## config.mk

```make
export PLATFORM = sky130hd
export DESIGN_NAME = serial_cfg_regfile
export DESIGN_NICKNAME = d
export VERILOG_FILES = /design/src/rtl/serial_cfg_pkg.sv /design/src/rtl/cfg_apb_decode.sv /design/src/rtl/cfg_event_latch.sv /design/src/rtl/cfg_divisor_stage.sv /design/src/rtl/serial_cfg_regfile.sv
export SDC_FILE = /design/constraint.sdc
export NUM_CORES = 1
export LEC_CHECK = 0
export CAP_MARGIN = 0
export CORE_UTILIZATION = 35
export DETAILED_ROUTE_END_ITERATION = 16
export SYNTH_ARGS = -nofsm -noshare
export SYNTH_HDL_FRONTEND = slang
export SYNTH_SLANG_ARGS = --single-unit
```

## constraint.sdc

```tcl
create_clock -name clk -period 2.05 [get_ports clk]
set_input_delay 0.41 -clock clk [delete_from_list [all_inputs] [get_ports clk]]
set_output_delay 0.41 -clock clk [all_outputs]
set_load 0.02 [all_outputs]
```

## src/rtl/serial_cfg_pkg.sv

```systemverilog
package serial_cfg_pkg;

  // Register addresses; the core decodes the divisor as {hi, lo}.
  localparam logic [2:0] ADR_CTRL  = 3'd0;
  localparam logic [2:0] ADR_STAT  = 3'd1;
  localparam logic [2:0] ADR_SCR   = 3'd2;
  localparam logic [2:0] ADR_DIVLO = 3'd3;
  localparam logic [2:0] ADR_DIVHI = 3'd4;

  // Control field positions
  localparam int CF_LOOP = 0;
  localparam int CF_PAR  = 1;
  localparam int CF_ODD  = 2;

  // Status field positions
  localparam int SF_TXFULL  = 0;
  localparam int SF_TXEMPTY = 1;
  localparam int SF_RXEMPTY = 2;
  localparam int SF_ERR     = 3;
  localparam int SF_OVF     = 4;

  // Sticky event indices
  localparam int EV_ERR = 0;
  localparam int EV_OVF = 1;
  localparam int EV_NUM = 2;

  typedef struct packed {
    logic odd;
    logic par;
    logic loop;
  } line_cfg_t;

endpackage

```

## src/rtl/cfg_apb_decode.sv

```systemverilog
module cfg_apb_decode #(
  parameter int ADDR_W = 3
) (
  input  logic                     psel,
  input  logic                     penable,
  input  logic                     pwrite,
  input  logic [ADDR_W-1:0]        paddr,
  output logic [(1<<ADDR_W)-1:0]   wr_hit,
  output logic                     rd_setup
);
  localparam int NSLOT = 1 << ADDR_W;

  logic wr_access;
  assign wr_access = psel && penable && pwrite;
  assign rd_setup  = psel && !penable;

  for (genvar i = 0; i < NSLOT; i++) begin : g_slot
    assign wr_hit[i] = wr_access && (paddr == ADDR_W'(i));
  end
endmodule

```

## src/rtl/cfg_event_latch.sv

```systemverilog
module cfg_event_latch #(
  parameter int NEV = 2
) (
  input  logic           clk,
  input  logic           rst,
  input  logic [NEV-1:0] ev_pulse,
  input  logic           clr,
  output logic [NEV-1:0] ev_sticky
);
  for (genvar i = 0; i < NEV; i++) begin : g_ev
    always_ff @(posedge clk) begin
      if (rst)              ev_sticky[i] <= 1'b0;
      else if (ev_pulse[i]) ev_sticky[i] <= 1'b1;   // set beats clear
      else if (clr)         ev_sticky[i] <= 1'b0;
    end
  end
endmodule

```

## src/rtl/cfg_divisor_stage.sv

```systemverilog
module cfg_divisor_stage #(
  parameter int DATA_W = 8,
  parameter int DIV_W  = 16
) (
  input  logic              clk,
  input  logic              rst,
  input  logic [DATA_W-1:0] wdata,
  input  logic              wr_lo,
  input  logic              wr_hi,
  output logic [DATA_W-1:0] lo_staged,
  output logic [DIV_W-1:0]  div_out
);
  localparam int HI_W = DIV_W - DATA_W;

  always_ff @(posedge clk) begin
    if (rst) begin
      lo_staged <= '0;
      div_out   <= '0;
    end else begin
      if (wr_lo) lo_staged <= wdata;
      if (wr_hi) div_out   <= {wdata[HI_W-1:0], lo_staged};
    end
  end
endmodule

```

## src/rtl/serial_cfg_regfile.sv

```systemverilog
module serial_cfg_regfile
  import serial_cfg_pkg::*;
#(
  parameter int ADDR_W = 3,
  parameter int DATA_W = 8,
  parameter int DIV_W  = 16
) (
  input  logic              clk,
  input  logic              rst,
  input  logic              psel,
  input  logic              penable,
  input  logic              pwrite,
  input  logic [ADDR_W-1:0] paddr,
  input  logic [DATA_W-1:0] pwdata,
  output logic [DATA_W-1:0] prdata,
  output logic              pready,
  output logic              pslverr,
  input  logic              tx_full,
  input  logic              tx_empty,
  input  logic              rx_empty,
  input  logic              rx_err_pulse,
  input  logic              rx_ovf_pulse,
  output logic              loop_en,
  output logic              par_en,
  output logic              par_odd,
  output logic [DIV_W-1:0]  baud_div
);
  localparam int NSLOT = 1 << ADDR_W;
  localparam int HI_W  = DIV_W - DATA_W;

  logic [NSLOT-1:0]  wr_hit;
  logic              rd_setup;
  line_cfg_t         cfg_q;
  logic [DATA_W-1:0] scratch_q;
  logic [DATA_W-1:0] div_lo_stage;
  logic [EV_NUM-1:0] ev_in;
  logic [EV_NUM-1:0] evt_sticky;
  logic [DATA_W-1:0] rd_val;

  assign pready  = 1'b1;
  assign pslverr = 1'b0;

  cfg_apb_decode #(.ADDR_W(ADDR_W)) u_dec (
    .psel     (psel),
    .penable  (penable),
    .pwrite   (pwrite),
    .paddr    (paddr),
    .wr_hit   (wr_hit),
    .rd_setup (rd_setup)
  );

  assign ev_in[EV_ERR] = rx_err_pulse;
  assign ev_in[EV_OVF] = rx_ovf_pulse;

  cfg_event_latch #(.NEV(EV_NUM)) u_evt (
    .clk       (clk),
    .rst       (rst),
    .ev_pulse  (ev_in),
    .clr       (wr_hit[ADR_CTRL]),
    .ev_sticky (evt_sticky)
  );

  cfg_divisor_stage #(.DATA_W(DATA_W), .DIV_W(DIV_W)) u_div (
    .clk       (clk),
    .rst       (rst),
    .wdata     (pwdata),
    .wr_lo     (wr_hit[ADR_DIVLO]),
    .wr_hi     (wr_hit[ADR_DIVHI]),
    .lo_staged (div_lo_stage),
    .div_out   (baud_div)
  );

  always_ff @(posedge clk) begin
    if (rst) begin
      cfg_q     <= '0;
      scratch_q <= '0;
    end else begin
      if (wr_hit[ADR_CTRL]) begin
        cfg_q.loop <= pwdata[CF_LOOP];
        cfg_q.par  <= pwdata[CF_PAR];
        cfg_q.odd  <= pwdata[CF_ODD];
      end
      if (wr_hit[ADR_SCR]) scratch_q <= pwdata;
    end
  end

  assign loop_en = cfg_q.loop;
  assign par_en  = cfg_q.par;
  assign par_odd = cfg_q.odd;

  always_comb begin
    rd_val = '0;
    case (paddr)
      ADR_CTRL: begin
        rd_val[CF_LOOP] = cfg_q.loop;
        rd_val[CF_PAR]  = cfg_q.par;
        rd_val[CF_ODD]  = cfg_q.odd;
      end
      ADR_STAT: begin
        rd_val[SF_TXFULL]  = tx_full;
        rd_val[SF_TXEMPTY] = tx_empty;
        rd_val[SF_RXEMPTY] = rx_empty;
        rd_val[SF_ERR]     = evt_sticky[EV_ERR];
        rd_val[SF_OVF]     = evt_sticky[EV_OVF];
      end
      ADR_SCR:   rd_val = scratch_q;
      ADR_DIVLO: rd_val = div_lo_stage;
      ADR_DIVHI: rd_val[HI_W-1:0] = baud_div[DIV_W-1:DATA_W];
      default:   rd_val = '0;
    endcase
  end

  // Read data captured in the setup cycle, stable through the access cycle
  always_ff @(posedge clk) begin
    if (rst)           prdata <= '0;
    else if (rd_setup) prdata <= rd_val;
  end
endmodule

```

Yosys cells after proc, flatten, opt, wreduce, memory -nomap -nowiden --
Index checks and enable logic that the tools add are counted.
Storage, ports and cells: bits in registers 45, input bits 21
Cells by class: equality and inequality tests 4, muxes and demuxes 6, reduce and logical (&&, ||, !) cells 11
Operators with widths (number):
- $pmux W3 S5 | 1
- $pmux W3 S3 | 1
- $pmux W2 S4 | 1
- $logic_and A1 B1 Y1 | 7
- $eq A3 B2 Y1 const B | 2
- $reduce_bool A2 Y1 | 2
- $eq A3 B1 Y1 const B | 1
- $eq A3 B3 Y1 const B | 1
- $logic_not A3 Y1 | 1
- $mux W1 | 3
- $logic_not A1 Y1 | 1

Longest topological paths before layout --
Gate-level depths: netlist of the first run.
depth after elaboration 5, depth in mapped cells 7

Modules after synthesis --
From an unflattened synthesis of the first run, not the netlist that was laid out.
Unflattened totals: cells, all modules 212, area total of the unflattened synthesis 2045.7 µm²
By module, submodules not included:
- serial_cfg_regfile | instances 1, cells an instance 112, area an instance 1039.7 µm²
- cfg_divisor_stage | instances 1, cells an instance 77, area an instance 859.6 µm²
- cfg_apb_decode | instances 1, cells an instance 15, area an instance 76.3 µm²
- cfg_event_latch | instances 1, cells an instance 8, area an instance 70.1 µm²

Worst setup path before layout of the first run --
No wires, ideal clock.
kind input port to flip-flop, start point input port paddr[2], end point register cfg_q, in the netlist par_odd, arrival time 1361 ps, data required time 1922 ps, setup slack 561 ps, cell stages on the path 6, cells stage by stage buf_6 -> nand4b_4 -> or3_1 -> buf_2 -> mux2i_1 -> nor2_1
Between the ends: cells in the longest elaborated chain, start to end 2
Ends and longest elaborated chain:
- from (decl) | line serial_cfg_regfile.sv:13 | input logic [ADDR_W-1:0] paddr,
- $logic_not A3 Y1 | line cfg_apb_decode.sv:18 | assign wr_hit[i] = wr_access && (paddr == ADDR_W'(i));
- $logic_and A1 B1 Y1 | line cfg_apb_decode.sv:18
- to (decl) | line serial_cfg_regfile.sv:33 | line_cfg_t cfg_q;
Every way passes these cells. A chain may end at the register's enable or synchronous reset.

Final worst setup path of the first run --
start point input port paddr[2], end point register prdata[2]
Between the ends: cells in the longest elaborated chain, start to end 2
Ends and longest elaborated chain:
- $eq A3 B3 Y1, or another cell as far along | line serial_cfg_regfile.sv:93 | case (paddr)
- $pmux W3 S5 * | line serial_cfg_regfile.sv:93
- to (signal assigned) | line serial_cfg_regfile.sv:116 | else if (rd_setup) prdata <= rd_val;
- to (decl) | line serial_cfg_regfile.sv:15 | output logic [DATA_W-1:0] prdata,
Every way passes the cells marked *; elsewhere a longest branch is shown, timed or not.

==> results_dict.tcl, run 1 <==
set metrics [dict create \
    h-tree-depth 2 \
    cp_max_fo 6 \
    worstHoldPathCells 2 \
    seqPwrFrac_pct 54.0 \
    r2r_end "prdata[2]$_SDFFE_PP0P_" \
    reg2reg_slack_ns 0.62 \
    hold_path_startpoint "u_div.div_out[1]$_SDFFE_PP0P_" \
    seq_area_frac_synth_pct 46.5 \
    io_buffer_count 47 \
    finalMaxSlewViolations 0 \
    start_util_pct 37.2 \
    fin_area_mm2 0.00269 \
    die_x_um 76.4 \
    vdd_ir_drop_max_uv 435 \
    arrival_ns 2.14 \
    netlist_area_mm2 0.00194 \
    netlist_instances 220 \
    grt_overflow_total 0 \
    reg2reg_depth 4 \
    ys.flop_type "dfxtp_1" \
    final_nets 302 \
    path_clk_slew_ns 0.08 \
    insertion_delay_ns 0.30 \
    diodes 0 \
    drt_iter0_markers 116 \
    p_leak_uw 0.000978 \
    grt_pass1_wl_um 8070 \
    dpl.hpwl_um 3680 \
    grt_usage_pct 17.7 \
    max-cap-violations 0 \
    wire_per_inst_um 14.0 \
    p_clk_share_pct 35.0 \
    gp_congestion 0.858 \
    cts_max_path_buffers 2 \
    numCtsBuffers 5 \
    drive_gt1_share_pct 15.6 \
    layout_common_cells "clkdlybuf4s50_1 (47), dfxtp_1 (45), nand2_1 (40)" \
    antenna_found_initial 0 \
    cp-start-kind "input pin" \
    fin_ws_ns 0.0663 \
    antenna_left 0 \
    place_ws_ns -0.169 \
    finClkSkew_ns 0.00883 \
    placed_cell_area_mm2 0.00259 \
    cts_root_buf "clkbuf_8" \
    fin_crit_sh_pct 96.8 \
    vias_per_cell 4.86 \
    layout_commonest_cell "clkdlybuf4s50_1" \
    fmax_mhz 504 \
    fp.dieArea_mm2 0.00583 \
    via_count 1711 \
    synth_nets 241 \
    grt_pass1_vias 1640 \
    final_hold_viol_count 0 \
    status "complete, no violations" \
    yosysWarnings 0 \
    cts_tree "yes" \
    cts_sinks 45 \
    synth_area_leaders "dfxtp_1 (47%), mux2i_1 (7.8%), nand2_1 (7.8%)" \
    grt_max_degree 28 \
    die_y_um 76.4 \
    ctsResizeCount 0 \
    synth_edf_count 0 \
    p_comb_share_pct 11.0 \
    p_sw_share_pct 24.2 \
    critPathKind "in -> reg" \
    rsz0062_at_grt "false" \
    utilization_pct 51.7 \
    p_int_uw 1250 \
    rows 26 \
    syn2layout_area_growth_pct 39.0 \
    switching_power_uw 398 \
    period_minus_slack_ns 1.98 \
    netlist.area_leader.share_pct 46.5 \
    tightest_slew_ns 0.681 \
    maxSlewHeadroom_pct 53.4 \
    ios 50 \
    setup.worst_path.end_class "register" \
    hold_class "reg -> reg" \
    hold-path-endpoint "u_div.div_out[1]$_SDFFE_PP0P_" \
    core_mm2 0.00520 \
    setup_viol 0 \
    pwr_density_cell_mw_per_mm2 612 \
    ys_seq_elements 45 \
    r2r-start "par_odd$_SDFFE_PP0P_" \
    async_flop_share_pct 0 \
    avgSynthCellArea_um2 8.80 \
    ys_types 34 \
    drc_errors 0 \
    yosysTopAreaCell "dfxtp_1" \
    cts_hold_buf 0 \
    cts_setup_buffers 0 \
    drt-total-wl_um 4930 \
    cp-startpoint "paddr[2]" \
    crit_required_ns 2.20 \
    fill_cells 522 \
    drt_first_pass_iters 4 \
]
## cell type report
cell class | instances | area [um^2] | area share, %
clock inverter | 2 | 13.8 | 0.512
multi-input combinational | 158 | 930 | 34.6
sequential | 45 | 901 | 33.5
timing repair buffer | 71 | 676 | 25.1
clock buffer | 6 | 82.6 | 3.07
tap | 70 | 87.6 | 3.26
## routing by layer
metal	GRT usage, %	vias to the layer above	wire (um)
met1	25.0	785	2480
met5	0	-	0
met3	5.39	4	273
li1	-	876	-
met4	3.27	0	23
met2	26.6	46	2150
## registers in the layout (all words and copies together) (netlist names)
signal,count
loop_en,1
par_en,1
par_odd,1
prdata,8
scratch_q,8
u_div.div_out,16
u_div.lo_staged,8
u_evt.ev_sticky,2
## power by group through the flow
| stage | Clock, uW | Sequential, uW | Combinational (uW) |
|---|---|---|---|
| 2_1_floorplan | 0 | 916 | 76.1 |
| 3_5_place_dp | 0 | 910 | 180 |
| 3_3_place_gp | 0 | 910 | 180 |
| 5_1_grt | 635 | 891 | 194 |
| 4_1_cts | 593 | 890 | 182 |
| 6_report | 576 | 889 | 181 |
## worst max-delay path: stages
cell	delay (ns)
clkdlybuf4s50_1	0.62
buf_4	0.20
nand3b_1	0.11
a21oi_1	0.08
a2111oi_0	0.61
nor3_1	0.10
## synthesized netlist by cell type, types with 2 or more instances
| cell type | number |
|---|---|
| a22o_1 | 2 |
| buf_4 | 3 |
| a222oi_1 | 3 |
| a22oi_1 | 2 |
| nor2_1 | 23 |
| a21oi_1 | 25 |
| clkbuf_1 | 8 |
| conb_1 | 2 |
| a32oi_1 | 2 |
| o21ai_0 | 9 |
| buf_2 | 3 |
| nor3_1 | 5 |
| a211oi_1 | 4 |
| mux2_2 | 5 |
| nor2b_1 | 4 |
| mux2i_1 | 15 |
| a21oi_2 | 3 |
| nand2_1 | 40 |
| buf_6 | 2 |
| dfxtp_1 | 45 |
| nand3b_1 | 2 |
## worst max-delay path by stage
stage	to	depth (start not counted)
after CTS	prdata[2]$_SDFFE_PP0P_	6
final	prdata[2]$_SDFFE_PP0P_	6
after global routing	prdata[2]$_SDFFE_PP0P_	6
after global placement	prdata[2]$_SDFFE_PP0P_	6
after floorplan	par_odd$_SDFFE_PP0P_	6
after detailed placement	prdata[2]$_SDFFE_PP0P_	6
## per-stage QoR
step           std cells  setup TNS, ns  hold slack [ns]  power, uW
4_1_cts              352              0            0.462       1660
3_3_place_gp         344         -0.152            0.447       1090
3_5_place_dp         344         -0.169            0.450       1090
6_report             352              0            0.456       1650
2_1_floorplan        220              0            0.438        992
5_1_grt              352              0            0.487       1720
## cells by family after synthesis
family	share of synthesized area [%]
buffers and inverters	5.43
other	0.388
DFF	46.5
muxes	10.7
xor gates and xnor gates	0.453
AOI/OAI and AO/OA	16.3
and+or+nand+nor	20.2
Power figures use the tool's default switching activity.
==> inputs of run 2 (changes only) <==
Settings changed: ABC_AREA set to 1.
==> results_dict.tcl, run 2 <==
set metrics [dict create \
    netlist_area_mm2 0.00199 \
    critPathKind "reg -> out" \
    antenna_left 0 \
    netlist_instances 262 \
    ios 50 \
    final_nets 335 \
    fin_area_mm2 0.00262 \
    layout_common_cells "nor2_1 (66), clkdlybuf4s50_1 (47), dfxtp_1 (45)" \
    pwr_density_cell_mw_per_mm2 626 \
    fin_crit_sh_pct 84.4 \
    place_ws_ns 0.0888 \
    period_minus_slack_ns 1.73 \
    regMostFlops "u_div.div_out" \
    avgSynthCellArea_um2 7.60 \
    ys_types 29 \
    yosysTopAreaCell "dfxtp_1" \
    drive_gt1_share_pct 12.4 \
    finClkSkew_ns 0.00343 \
    numCtsBuffers 5 \
    core_mm2 0.00551 \
    path_buf_inv 1 \
    insertion_delay_ns 0.30 \
    rows 27 \
    syn2layout_area_growth_pct 31.8 \
    drt_first_pass_iters 4 \
    crit_required_ns 1.64 \
    fp.dieArea_mm2 0.00599 \
    grt_overflow_total 0 \
    io_buffer_count 47 \
    cpMaxStageDelayCell "clkdlybuf4s50_1" \
    drt_iter0_markers 86 \
    gp_congestion 0.852 \
    seq_area_frac_synth_pct 45.3 \
    drt-total-wl_um 5050 \
    die_y_um 77.4 \
    cts_sinks 45 \
    hold_class "reg -> reg" \
    multiInputGateArea_um2 932 \
    regArea_um2 901 \
    cts_root_buf "clkbuf_8" \
    dpl.hpwl_um 3730 \
    wire_per_inst_um 13.1 \
    cp-start-kind "register" \
    setup_tns_ns 0 \
    cts_hold_buf 0 \
    grt_pass1_vias 1741 \
    finalMaxSlewViolations 0 \
    hold_ws_ns 0.465 \
    synthTopCellsByCount "nor2_1 (66), dfxtp_1 (45), nand2_1 (38)" \
    ctsResizeCount 0 \
    grt_pass1_wl_um 8660 \
    synth_nets 283 \
    path_clk_slew_ns 0.08 \
    cts_max_path_buffers 2 \
    fill_cells 560 \
    async_flop_share_pct 0 \
    die_x_um 77.4 \
    layout_commonest_cell "nor2_1" \
    arrival_ns 1.32 \
    start_util_pct 36.2 \
    max_stage_delay_ns 0.63 \
    synth.most_common_cell "nor2_1" \
    vias_per_cell 4.67 \
    placed_cell_area_mm2 0.00254 \
    drc_errors 0 \
    vdd_ir_drop_max_uv 341 \
    netlist.area_leader.share_pct 45.3 \
    setup_viol 0 \
    rsz0062_at_grt "false" \
    max-cap-violations 0 \
    largest_reg_flops 16 \
    ys.flop_type "dfxtp_1" \
    setup.worst_path.end_class "output pin" \
    critPathTopFamily "buffers and inverters" \
    diodes 0 \
    ys_seq_elements 45 \
    cts_setup_buffers 0 \
    yosysWarnings 0 \
    antenna_found_initial 0 \
    cts_tree "yes" \
    h-tree-depth 2 \
    fin_ws_ns 0.319 \
    synth_edf_count 0 \
    final_hold_viol_count 0 \
    synth_area_leaders "dfxtp_1 (45%), nor2_1 (12%), nand2_1 (7.2%)" \
    fmax_mhz 578 \
    grt_max_degree 39 \
    cp_max_fo 3 \
    crit_chain "clkdlybuf4s50_1" \
    p_leak_uw 0.00113 \
    grt_usage_pct 18.8 \
    via_count 1803 \
    status "complete, no violations" \
]
[run 2: cell count changes after synthesis, moves of 9 or more]
cell	change
nor2_1	+43
o21ai_0	+17
a21oi_1	-15
mux2i_1	-15
o21ai_1	+11
inv_1	+9
[run 2: cells by family (layout without fill, tap and decap cells)]
group / count (synthesis) / count (layout) / synth area share (%)
AOI/OAI and AO/OA: 51 / 51 / 13.5
DFF: 45 / 45 / 45.3
other: 2 / 2 / 0.377
and+or+nand+nor: 140 / 140 / 33.0
buffers and inverters: 24 / 76 / 7.92
[run 2: per-layer routing]
metal,global-route usage [%],up-vias,share of wire (%)
li1,-,949,-
met1,25.6,808,49
met2,28.7,39,45
met3,4.47,7,4.3
met4,6.79,0,1.4
met5,0,-,0
[run 2: final timing paths]
kind / start / end / slack (ns) / cells after the start
setup / recovery: u_div.div_out[15]$_SDFFE_PP0P_ / baud_div[15] / 0.32 / 1
hold / removal: prdata[4]$_SDFFE_PP0P_ / prdata[4]$_SDFFE_PP0P_ / 0.47 / 2
setup reg to reg: u_div.lo_staged[4]$_SDFFE_PP0P_ / prdata[4]$_SDFFE_PP0P_ / 1.18 / 4
hold reg to reg: prdata[4]$_SDFFE_PP0P_ / prdata[4]$_SDFFE_PP0P_ / 0.47 / 2
[run 2: power by group]
group | internal, uW | total [uW] | switching (uW) | leakage [uW]
clock | 268 | 565 | 297 | 0.0000443
combinational | 80.4 | 180 | 99.4 | 0.000724
sequential | 889 | 898 | 9.04 | 0.000364
total | 1240 | 1640 | 405 | 0.00113
[run 2: layout make-up]
class	instances	area share, %
Sequential cell	45	34.3
Multi-Input combinational cell	193	35.5
Inverter	13	2.43
Clock buffer	7	3.29
Timing Repair Buffer	56	21.0
Tap cell	72	3.43
[run 2: tightest hold or removal path, cell delays in order (launching register included)]
cell     delay, ns
dfxtp_1       0.31
nand2_1       0.06
a21oi_1       0.05
[run 2: metrics by stage]
step	util (%)	total power [uW]	instances
after global routing	47.6	1720	386
after global placement	46.1	1100	379
final	47.6	1640	386
after CTS	47.6	1660	386
after detailed placement	46.1	1100	379
after floorplan	-	1010	262
